### config.mk
export PLATFORM = sky130hd
export DESIGN_NAME = cvs_mute_vol_seq
export DESIGN_NICKNAME = d
export VERILOG_FILES = /design/src/rtl/cvs_pkg.sv /design/src/rtl/cvs_vol_encode.sv /design/src/rtl/cvs_settle_timer.sv /design/src/rtl/cvs_seq_ctrl.sv /design/src/rtl/cvs_mute_vol_seq.sv
export SDC_FILE = /design/constraint.sdc
export NUM_CORES = 1
export LEC_CHECK = 0
export ABC_AREA = 0
export BUFFER_PORTS_ARGS = -buffer_cell sky130_fd_sc_hd__buf_2
export CORE_UTILIZATION = 54
export CTS_CLUSTER_SIZE = 14
export DETAILED_ROUTE_END_ITERATION = 10
export PLACE_DENSITY = 0.92
export SYNTH_ARGS = -nofsm -noshare
export SYNTH_HDL_FRONTEND = slang
export SYNTH_SLANG_ARGS = --single-unit
export TNS_END_PERCENT = 100
### constraint.sdc
create_clock -name clk -period 2.9 [get_ports clk]
set_input_delay 0.145 -clock clk [delete_from_list [all_inputs] [get_ports clk]]
set_output_delay 0.145 -clock clk [all_outputs]
set_load 0.05 [all_outputs]
### src/rtl/cvs_pkg.sv
// Shared types and constants for the converter mute/volume sequencer.
// Assumes a single converter target and an 8-bit register data path.
package cvs_pkg;

    typedef enum logic [1:0] {
        CMD_MUTE  = 2'd0,
        CMD_LEVEL = 2'd1,
        CMD_ATTEN = 2'd2,
        CMD_RSVD  = 2'd3
    } cmd_kind_e;

    typedef enum logic [2:0] {
        ST_IDLE     = 3'd0,
        ST_WR_VOL   = 3'd1,
        ST_WR_SM_ON = 3'd2,
        ST_WAIT_ON  = 3'd3,
        ST_WAIT_OFF = 3'd4,
        ST_WR_SM_OFF= 3'd5
    } seq_state_e;

    localparam int SOFTMUTE_REG  = 1;
    localparam int SOFTMUTE_ON   = 8'h03;
    localparam int SOFTMUTE_OFF  = 8'h01;

endpackage

### src/rtl/cvs_vol_encode.sv
// Volume request encoder: maps a channel onto its (gapped) register address,
// builds the register byte for a level or attenuation request, and flags
// requests that must be rejected. Purely combinational.
// Assumes DATA_W-1 level bits with the top data bit enabling attenuation.
module cvs_vol_encode
    import cvs_pkg::*;
#(
    parameter int CHAN_W   = 4,
    parameter int LVL_W    = 9,
    parameter int ADDR_W   = 5,
    parameter int DATA_W   = 8,
    parameter int NUM_CHAN = 8,
    parameter int LO_SPLIT = 6,
    parameter int LO_BASE  = 4,
    parameter int HI_BASE  = 11
) (
    input  cmd_kind_e          kind,
    input  logic [CHAN_W-1:0]  chan,
    input  logic [LVL_W-1:0]   level,
    output logic [ADDR_W-1:0]  addr,
    output logic [DATA_W-1:0]  data,
    output logic               reject
);
    localparam int LVL_BITS = DATA_W - 1;
    localparam int FULL     = (1 << LVL_BITS) - 1;
    localparam logic signed [LVL_W-1:0] S_MAX  = LVL_W'(FULL);
    localparam logic signed [LVL_W-1:0] S_MIN  = -S_MAX;
    localparam logic signed [LVL_W-1:0] S_ZERO = '0;

    logic signed [LVL_W-1:0] lvl_s;
    logic signed [LVL_W-1:0] biased;
    logic [LVL_BITS-1:0]     code;
    logic                    chan_ok;
    logic                    att_ok;

    // Channel to register address, with the gap between the two groups.
    always_comb begin
        chan_ok = (32'(chan) < NUM_CHAN);
        if (32'(chan) < LO_SPLIT)
            addr = ADDR_W'(LO_BASE) + ADDR_W'(chan);
        else
            addr = ADDR_W'(HI_BASE) + ADDR_W'(chan) - ADDR_W'(LO_SPLIT);
    end

    // Level clamping or attenuation biasing into the register code.
    always_comb begin
        lvl_s  = $signed(level);
        biased = lvl_s + S_MAX;
        att_ok = (lvl_s >= S_MIN) && (lvl_s <= S_ZERO);
        code   = '0;
        if (kind == CMD_ATTEN)
            code = biased[LVL_BITS-1:0];
        else if (lvl_s < S_ZERO)
            code = '0;
        else if (lvl_s > S_MAX)
            code = LVL_BITS'(FULL);
        else
            code = lvl_s[LVL_BITS-1:0];
        data = {1'b1, code};
    end

    // Reject decision for volume-type requests.
    always_comb begin
        case (kind)
            CMD_LEVEL: reject = !chan_ok;
            CMD_ATTEN: reject = !chan_ok || !att_ok;
            default:   reject = 1'b1;
        endcase
    end
endmodule

### src/rtl/cvs_settle_timer.sv
// Settling delay counter. Loaded with the delay on entry to a wait state,
// counts down to zero and then reports expiry until reloaded.
// Assumes the load happens on the same edge the controller enters waiting.
module cvs_settle_timer #(
    parameter int W = 16
) (
    input  logic         clk,
    input  logic         rst_n,
    input  logic         load,
    input  logic [W-1:0] load_val,
    output logic         expired
);
    logic [W-1:0] cnt;

    // Load or count down toward zero.
    always_ff @(posedge clk) begin
        if (!rst_n)
            cnt <= '0;
        else if (load)
            cnt <= load_val;
        else if (cnt != '0)
            cnt <= cnt - 1'b1;
    end

    // Expiry flag seen by the controller.
    always_comb expired = (cnt == '0);
endmodule

### src/rtl/cvs_seq_ctrl.sv
// Sequencing controller: accepts requests, issues register writes, runs the
// two opposite-order mute sequences and keeps the mute line and status bit.
// Assumes wr_done arrives only while wr_valid is high.
module cvs_seq_ctrl
    import cvs_pkg::*;
#(
    parameter int ADDR_W = 5,
    parameter int DATA_W = 8
) (
    input  logic              clk,
    input  logic              rst_n,
    input  logic              req_valid,
    input  cmd_kind_e         req_kind,
    input  logic              req_mute,
    input  logic [ADDR_W-1:0] enc_addr,
    input  logic [DATA_W-1:0] enc_data,
    input  logic              enc_reject,
    input  logic              wr_done,
    input  logic              settle_expired,
    output logic              settle_load,
    output logic              req_ready,
    output logic              wr_valid,
    output logic [ADDR_W-1:0] wr_addr,
    output logic [DATA_W-1:0] wr_data,
    output logic              mute_n,
    output logic              mute_state,
    output logic              err_pulse
);
    seq_state_e state;
    logic       take;

    // Handshake and write strobe decode from the state.
    always_comb begin
        req_ready = (state == ST_IDLE);
        take      = req_ready && req_valid;
        wr_valid  = (state == ST_WR_VOL) || (state == ST_WR_SM_ON) ||
                    (state == ST_WR_SM_OFF);
        settle_load = (state == ST_WR_SM_ON && wr_done) ||
                      (take && req_kind == CMD_MUTE && !req_mute);
    end

    // Main sequencing state machine.
    always_ff @(posedge clk) begin
        if (!rst_n) begin
            state      <= ST_IDLE;
            wr_addr    <= '0;
            wr_data    <= '0;
            mute_n     <= 1'b0;
            mute_state <= 1'b1;
            err_pulse  <= 1'b0;
        end else begin
            err_pulse <= 1'b0;
            case (state)
                ST_IDLE: if (take) begin
                    if (req_kind == CMD_MUTE) begin
                        if (req_mute) begin
                            wr_addr <= ADDR_W'(SOFTMUTE_REG);
                            wr_data <= DATA_W'(SOFTMUTE_ON);
                            state   <= ST_WR_SM_ON;
                        end else begin
                            mute_n  <= 1'b1;
                            state   <= ST_WAIT_OFF;
                        end
                    end else if (enc_reject) begin
                        err_pulse <= 1'b1;
                    end else begin
                        wr_addr <= enc_addr;
                        wr_data <= enc_data;
                        state   <= ST_WR_VOL;
                    end
                end
                ST_WR_VOL:   if (wr_done) state <= ST_IDLE;
                ST_WR_SM_ON: if (wr_done) state <= ST_WAIT_ON;
                ST_WAIT_ON: if (settle_expired) begin
                    mute_n     <= 1'b0;
                    mute_state <= 1'b1;
                    state      <= ST_IDLE;
                end
                ST_WAIT_OFF: if (settle_expired) begin
                    wr_addr <= ADDR_W'(SOFTMUTE_REG);
                    wr_data <= DATA_W'(SOFTMUTE_OFF);
                    state   <= ST_WR_SM_OFF;
                end
                ST_WR_SM_OFF: if (wr_done) begin
                    mute_state <= 1'b0;
                    state      <= ST_IDLE;
                end
                default: state <= ST_IDLE;
            endcase
        end
    end
endmodule

### src/rtl/cvs_mute_vol_seq.sv
// Top of the converter mute/volume sequencer. Wires the request encoder,
// the settling timer and the sequencing controller together.
// Assumes a serial register writer that acknowledges each write with wr_done.
module cvs_mute_vol_seq
    import cvs_pkg::*;
#(
    parameter int CHAN_W   = 4,
    parameter int LVL_W    = 9,
    parameter int ADDR_W   = 5,
    parameter int DATA_W   = 8,
    parameter int TGT_W    = 2,
    parameter int TARGET   = 1,
    parameter int SETTLE_W = 16
) (
    input  logic                clk,
    input  logic                rst_n,
    input  logic [SETTLE_W-1:0] settle_cycles,
    input  logic                req_valid,
    output logic                req_ready,
    input  logic [1:0]          req_kind,
    input  logic                req_mute,
    input  logic [CHAN_W-1:0]   req_chan,
    input  logic [LVL_W-1:0]    req_level,
    output logic                wr_valid,
    output logic [TGT_W-1:0]    wr_target,
    output logic [ADDR_W-1:0]   wr_addr,
    output logic [DATA_W-1:0]   wr_data,
    input  logic                wr_done,
    output logic                mute_n,
    output logic                mute_state,
    output logic                err_pulse
);
    cmd_kind_e         kind;
    logic [ADDR_W-1:0] enc_addr;
    logic [DATA_W-1:0] enc_data;
    logic              enc_reject;
    logic              settle_load;
    logic              settle_expired;

    // Request kind cast and fixed target code.
    always_comb begin
        kind      = cmd_kind_e'(req_kind);
        wr_target = TGT_W'(TARGET);
    end

    cvs_vol_encode #(
        .CHAN_W(CHAN_W), .LVL_W(LVL_W), .ADDR_W(ADDR_W), .DATA_W(DATA_W)
    ) enc_i (
        .kind(kind), .chan(req_chan), .level(req_level),
        .addr(enc_addr), .data(enc_data), .reject(enc_reject)
    );

    cvs_settle_timer #(.W(SETTLE_W)) tmr_i (
        .clk(clk), .rst_n(rst_n), .load(settle_load),
        .load_val(settle_cycles), .expired(settle_expired)
    );

    cvs_seq_ctrl #(.ADDR_W(ADDR_W), .DATA_W(DATA_W)) ctl_i (
        .clk(clk), .rst_n(rst_n), .req_valid(req_valid), .req_kind(kind),
        .req_mute(req_mute), .enc_addr(enc_addr), .enc_data(enc_data),
        .enc_reject(enc_reject), .wr_done(wr_done),
        .settle_expired(settle_expired), .settle_load(settle_load),
        .req_ready(req_ready), .wr_valid(wr_valid), .wr_addr(wr_addr),
        .wr_data(wr_data), .mute_n(mute_n), .mute_state(mute_state),
        .err_pulse(err_pulse)
    );
endmodule

==> impl_results.md <==
- Violation count after the first detailed-routing iteration: 120
- Count of antenna diodes in the layout: 0
- Width of the chip: 67.6 um
- Count of placed standard cells including taps: 386
- Vias in the first global route: 2,005
- Combinational family with the most area after synthesis: simple AND/OR/NAND/NOR gates
- Final std cell area, no fill: 0.00273 mm2
- Number of pins exceeding their max-slew limit in the final report: 0
- Hold buffers post-CTS: 0
- Post-synthesis mux area share: 5.65%
- Standard cell area after detailed placement: 0.00263 mm2
- Final cell count without fillers: 394
- HPWL after DPL: 3980 um
- Utilization after layout: 67.2%
- First-pass GRT wire length: 8710 um
- Adder and majority gate portion of the synthesized area: 6.46%
- Initial core utilization: 57.3%
- Via count: 2,323
- Overall die area: 0.00457 mm2
- Worst rel slew slack: 52.3%
- Overall global routing resource usage: 25.7%
- Number of buffers added by the clock tree synthesis step: 5
- Routability congestion estimate: 0.917
- Number of clock sinks seen by CTS: 35
- Count of mapped cells out of synthesis: 292
- Max Cap Violations: 0
- Share of flip-flops with an asynchronous set or reset: 0%
- Max VDD drop: 0.000499 V
- Clock latency reported for the late side of the worst-skew pair: 0.29 ns
- Initial antenna violation count: 0
- Leakage power: 1.21 nW
- Xor/xnor cell area share of the yosys netlist: 5.65%
- Wire per inst: 14.0 um
- Overall overflow remaining after global route: 0
- Count of endpoints failing hold in the final timing report: 0
- Class of the most critical hold timing path: input port to register
- Worst endpoint data arrival time: 2.51 ns
- # nets final: 391
- Post-cts sizing count: 0
- Overall power after layout: 2.57 mW
- Mean post-synth cell area: 7.97 um2
- Synthesis warning total: 0
- Post-Syn Area: 0.00233 mm2
- Final total negative setup slack: 0 ns
- Kind of capture point of the worst setup path: register
- Number of unique standard cell types used by synthesis: 56
- Crit path max fanout: 4
- Cell area power density: 943 mW/mm2
- Maximum number of pins on one net before global-route repair: 25
- Crit Path Class: register to register
- Share of synthesized area occupied by flip-flops and latches: 30.1%
- Number of buffers on the longest clock path: 2
- Required time worst endpoint: 3.11 ns
- Simple-gate share of the synthesized area: 27.0%
- CTS H-tree depth: 2
- Number of flops mapped to enable cells by yosys: 0
- Slew at the pin with the worst max-slew slack: 0.708 ns
- Min Hold Slack: 0.0916 ns
- DIE HEIGHT: 67.6 um
- Setup repair after global routing missed its margin: false
- Setup Fix Bufs, Post-CTS: 0
- Nets in the synthesized netlist: 340
- Clock transition time at the flip-flop clock pins of the worst setup and hold paths: 0.07 ns
- Final worst path period share: 79.3%
- Synth-to-Final Area Change: 17.2%
- Outcome: finished clean
- Time the worst path needs with I/O delays and setup: 2.30 ns
- Number of detailed-routing iterations run before antenna repair: 4
- Residual DRC count: 0
- I/O Buffers: 53
- Number of placement rows: 23
- Total I/O pin count: 56
- Setup crit start kind: register
- Clock skew after layout: 0.00451 ns
- Placeable core region: 0.00406 mm2
- Pre-CTS WS: 0.648 ns
- DRT Wirelength: 5500 um
- Post-route worst setup slack: 0.599 ns
- Top achievable clock speed: 435 MHz
- Antenna viol nets, final: 0
- Clock tree from TritonCTS: yes
- Number of vias per cell after detailed routing: 5.90
- Setup Viol. Count Final: 0
- Synthesis-stage register bit count: 35
- Synthesized-area fraction occupied by ao, oa, aoi and oai cells: 20.4%
- Share of final-layout standard cells stronger than drive strength 1: 22.4%
- CTS Root Buffer Type: sky130_fd_sc_hd__clkbuf_8
- Top flip-flop cell by instance count after synthesis: sky130_fd_sc_hd__dfxtp_1
critical path, stage by stage (launching register included):
cell and delay, ns:
sky130_fd_sc_hd__dfxtp_1 0.33, sky130_fd_sc_hd__inv_1 0.09, sky130_fd_sc_hd__ha_1 0.21, sky130_fd_sc_hd__or3b_2 0.51, sky130_fd_sc_hd__nor4_1 0.56, sky130_fd_sc_hd__nand2_1 0.14, sky130_fd_sc_hd__xor2_1 0.16, sky130_fd_sc_hd__a211oi_1 0.21
logic make-up (layout without fill, tap and decap cells):
logic type / after synthesis / in the layout
simple gates: 119 / 119
compound gates: 71 / 71
flops: 35 / 35
buf+inv: 25 / 77
xor+xnor: 15 / 15
mux: 13 / 13
fa+ha+maj: 12 / 12
other cells: 2 / 2
routing by layer:
metal	wire, um	track usage [%]
met1	2410	29.3
met2	2690	44.8
met3	316	6.93
met4	82	9.84
met5	0	0
cells in the mapped netlist, types with 3 or more instances:
cell | number | area share, %
sky130_fd_sc_hd__nand4_1 | 3 | 0.81
sky130_fd_sc_hd__xnor2_1 | 12 | 4.5
sky130_fd_sc_hd__a211oi_1 | 7 | 2.3
sky130_fd_sc_hd__clkbuf_1 | 10 | 1.6
sky130_fd_sc_hd__nand3_1 | 7 | 1.5
sky130_fd_sc_hd__a21oi_1 | 18 | 3.9
sky130_fd_sc_hd__a31oi_1 | 3 | 0.81
sky130_fd_sc_hd__ha_1 | 12 | 6.5
sky130_fd_sc_hd__nor3_1 | 9 | 1.9
sky130_fd_sc_hd__mux2i_1 | 12 | 5.2
sky130_fd_sc_hd__o31ai_1 | 3 | 0.97
sky130_fd_sc_hd__nand2_1 | 32 | 5.2
sky130_fd_sc_hd__a22oi_1 | 3 | 0.97
sky130_fd_sc_hd__dfxtp_1 | 35 | 30
sky130_fd_sc_hd__and3_1 | 6 | 1.6
sky130_fd_sc_hd__xor2_1 | 3 | 1.1
sky130_fd_sc_hd__o211ai_1 | 5 | 1.6
sky130_fd_sc_hd__nor2_1 | 31 | 5.0
sky130_fd_sc_hd__o21ai_0 | 15 | 3.2
sky130_fd_sc_hd__inv_1 | 12 | 1.9
sky130_fd_sc_hd__nor4_1 | 5 | 1.3
sky130_fd_sc_hd__a311oi_1 | 3 | 1.1
sky130_fd_sc_hd__nor2b_1 | 4 | 1.1
sequential cells by signal, indices dropped and copies added (netlist names):
signal and cells:
ctl_i.err_pulse 1, ctl_i.mute_n 1, ctl_i.mute_state 1, ctl_i.state 3
ctl_i.wr_addr 5, ctl_i.wr_data 8, tmr_i.cnt 16
cells in the final DEF (no fill, tap or decap), types with 3 or more instances in the layout:
master,instances
sky130_fd_sc_hd__a211oi_1,7
sky130_fd_sc_hd__buf_4,4
sky130_fd_sc_hd__xor2_1,3
sky130_fd_sc_hd__and3_1,6
sky130_fd_sc_hd__a311oi_1,3
sky130_fd_sc_hd__mux2i_1,12
sky130_fd_sc_hd__o211ai_1,5
sky130_fd_sc_hd__nor2b_1,4
sky130_fd_sc_hd__o31ai_1,3
sky130_fd_sc_hd__a21oi_1,18
sky130_fd_sc_hd__xnor2_1,12
sky130_fd_sc_hd__a22oi_1,3
sky130_fd_sc_hd__nor4_1,5
sky130_fd_sc_hd__inv_1,12
sky130_fd_sc_hd__nor3_1,9
sky130_fd_sc_hd__ha_1,12
sky130_fd_sc_hd__clkbuf_8,7
sky130_fd_sc_hd__buf_2,53
sky130_fd_sc_hd__dfxtp_1,35
sky130_fd_sc_hd__a31oi_1,3
sky130_fd_sc_hd__nand2_1,32
sky130_fd_sc_hd__nand4_1,3
sky130_fd_sc_hd__nor2_1,31
sky130_fd_sc_hd__nand3_1,7
sky130_fd_sc_hd__o21ai_0,15
power breakdown:
part,total [mW],leakage [nW],switching [mW],internal (mW)
sequential,0.806,0.287,0.173,0.632
combinational,1.37,0.869,0.809,0.563
clock,0.393,0.0515,0.177,0.217
layout make-up:
class	count	area, um2
multi-input cells	232	1520
fillers	359	1330
flip-flops and latches	35	701
repair buffers	57	295
clock buffers	8	100
well taps	50	62.6
inverters	12	45.0
final timing paths:
kind	startpoint	to	slack, ns	depth (start not counted)
worst max-delay path	tmr_i.cnt[0]	tmr_i.cnt[12]	0.60	7
worst min-delay path	settle_cycles[1]	tmr_i.cnt[1]	0.09	3
worst max register to register	tmr_i.cnt[0]	tmr_i.cnt[12]	0.60	7
worst min register to register	ctl_i.wr_data[4]	ctl_i.wr_data[4]	0.46	2
No activity file was read; power rests on OpenSTA's default activity.
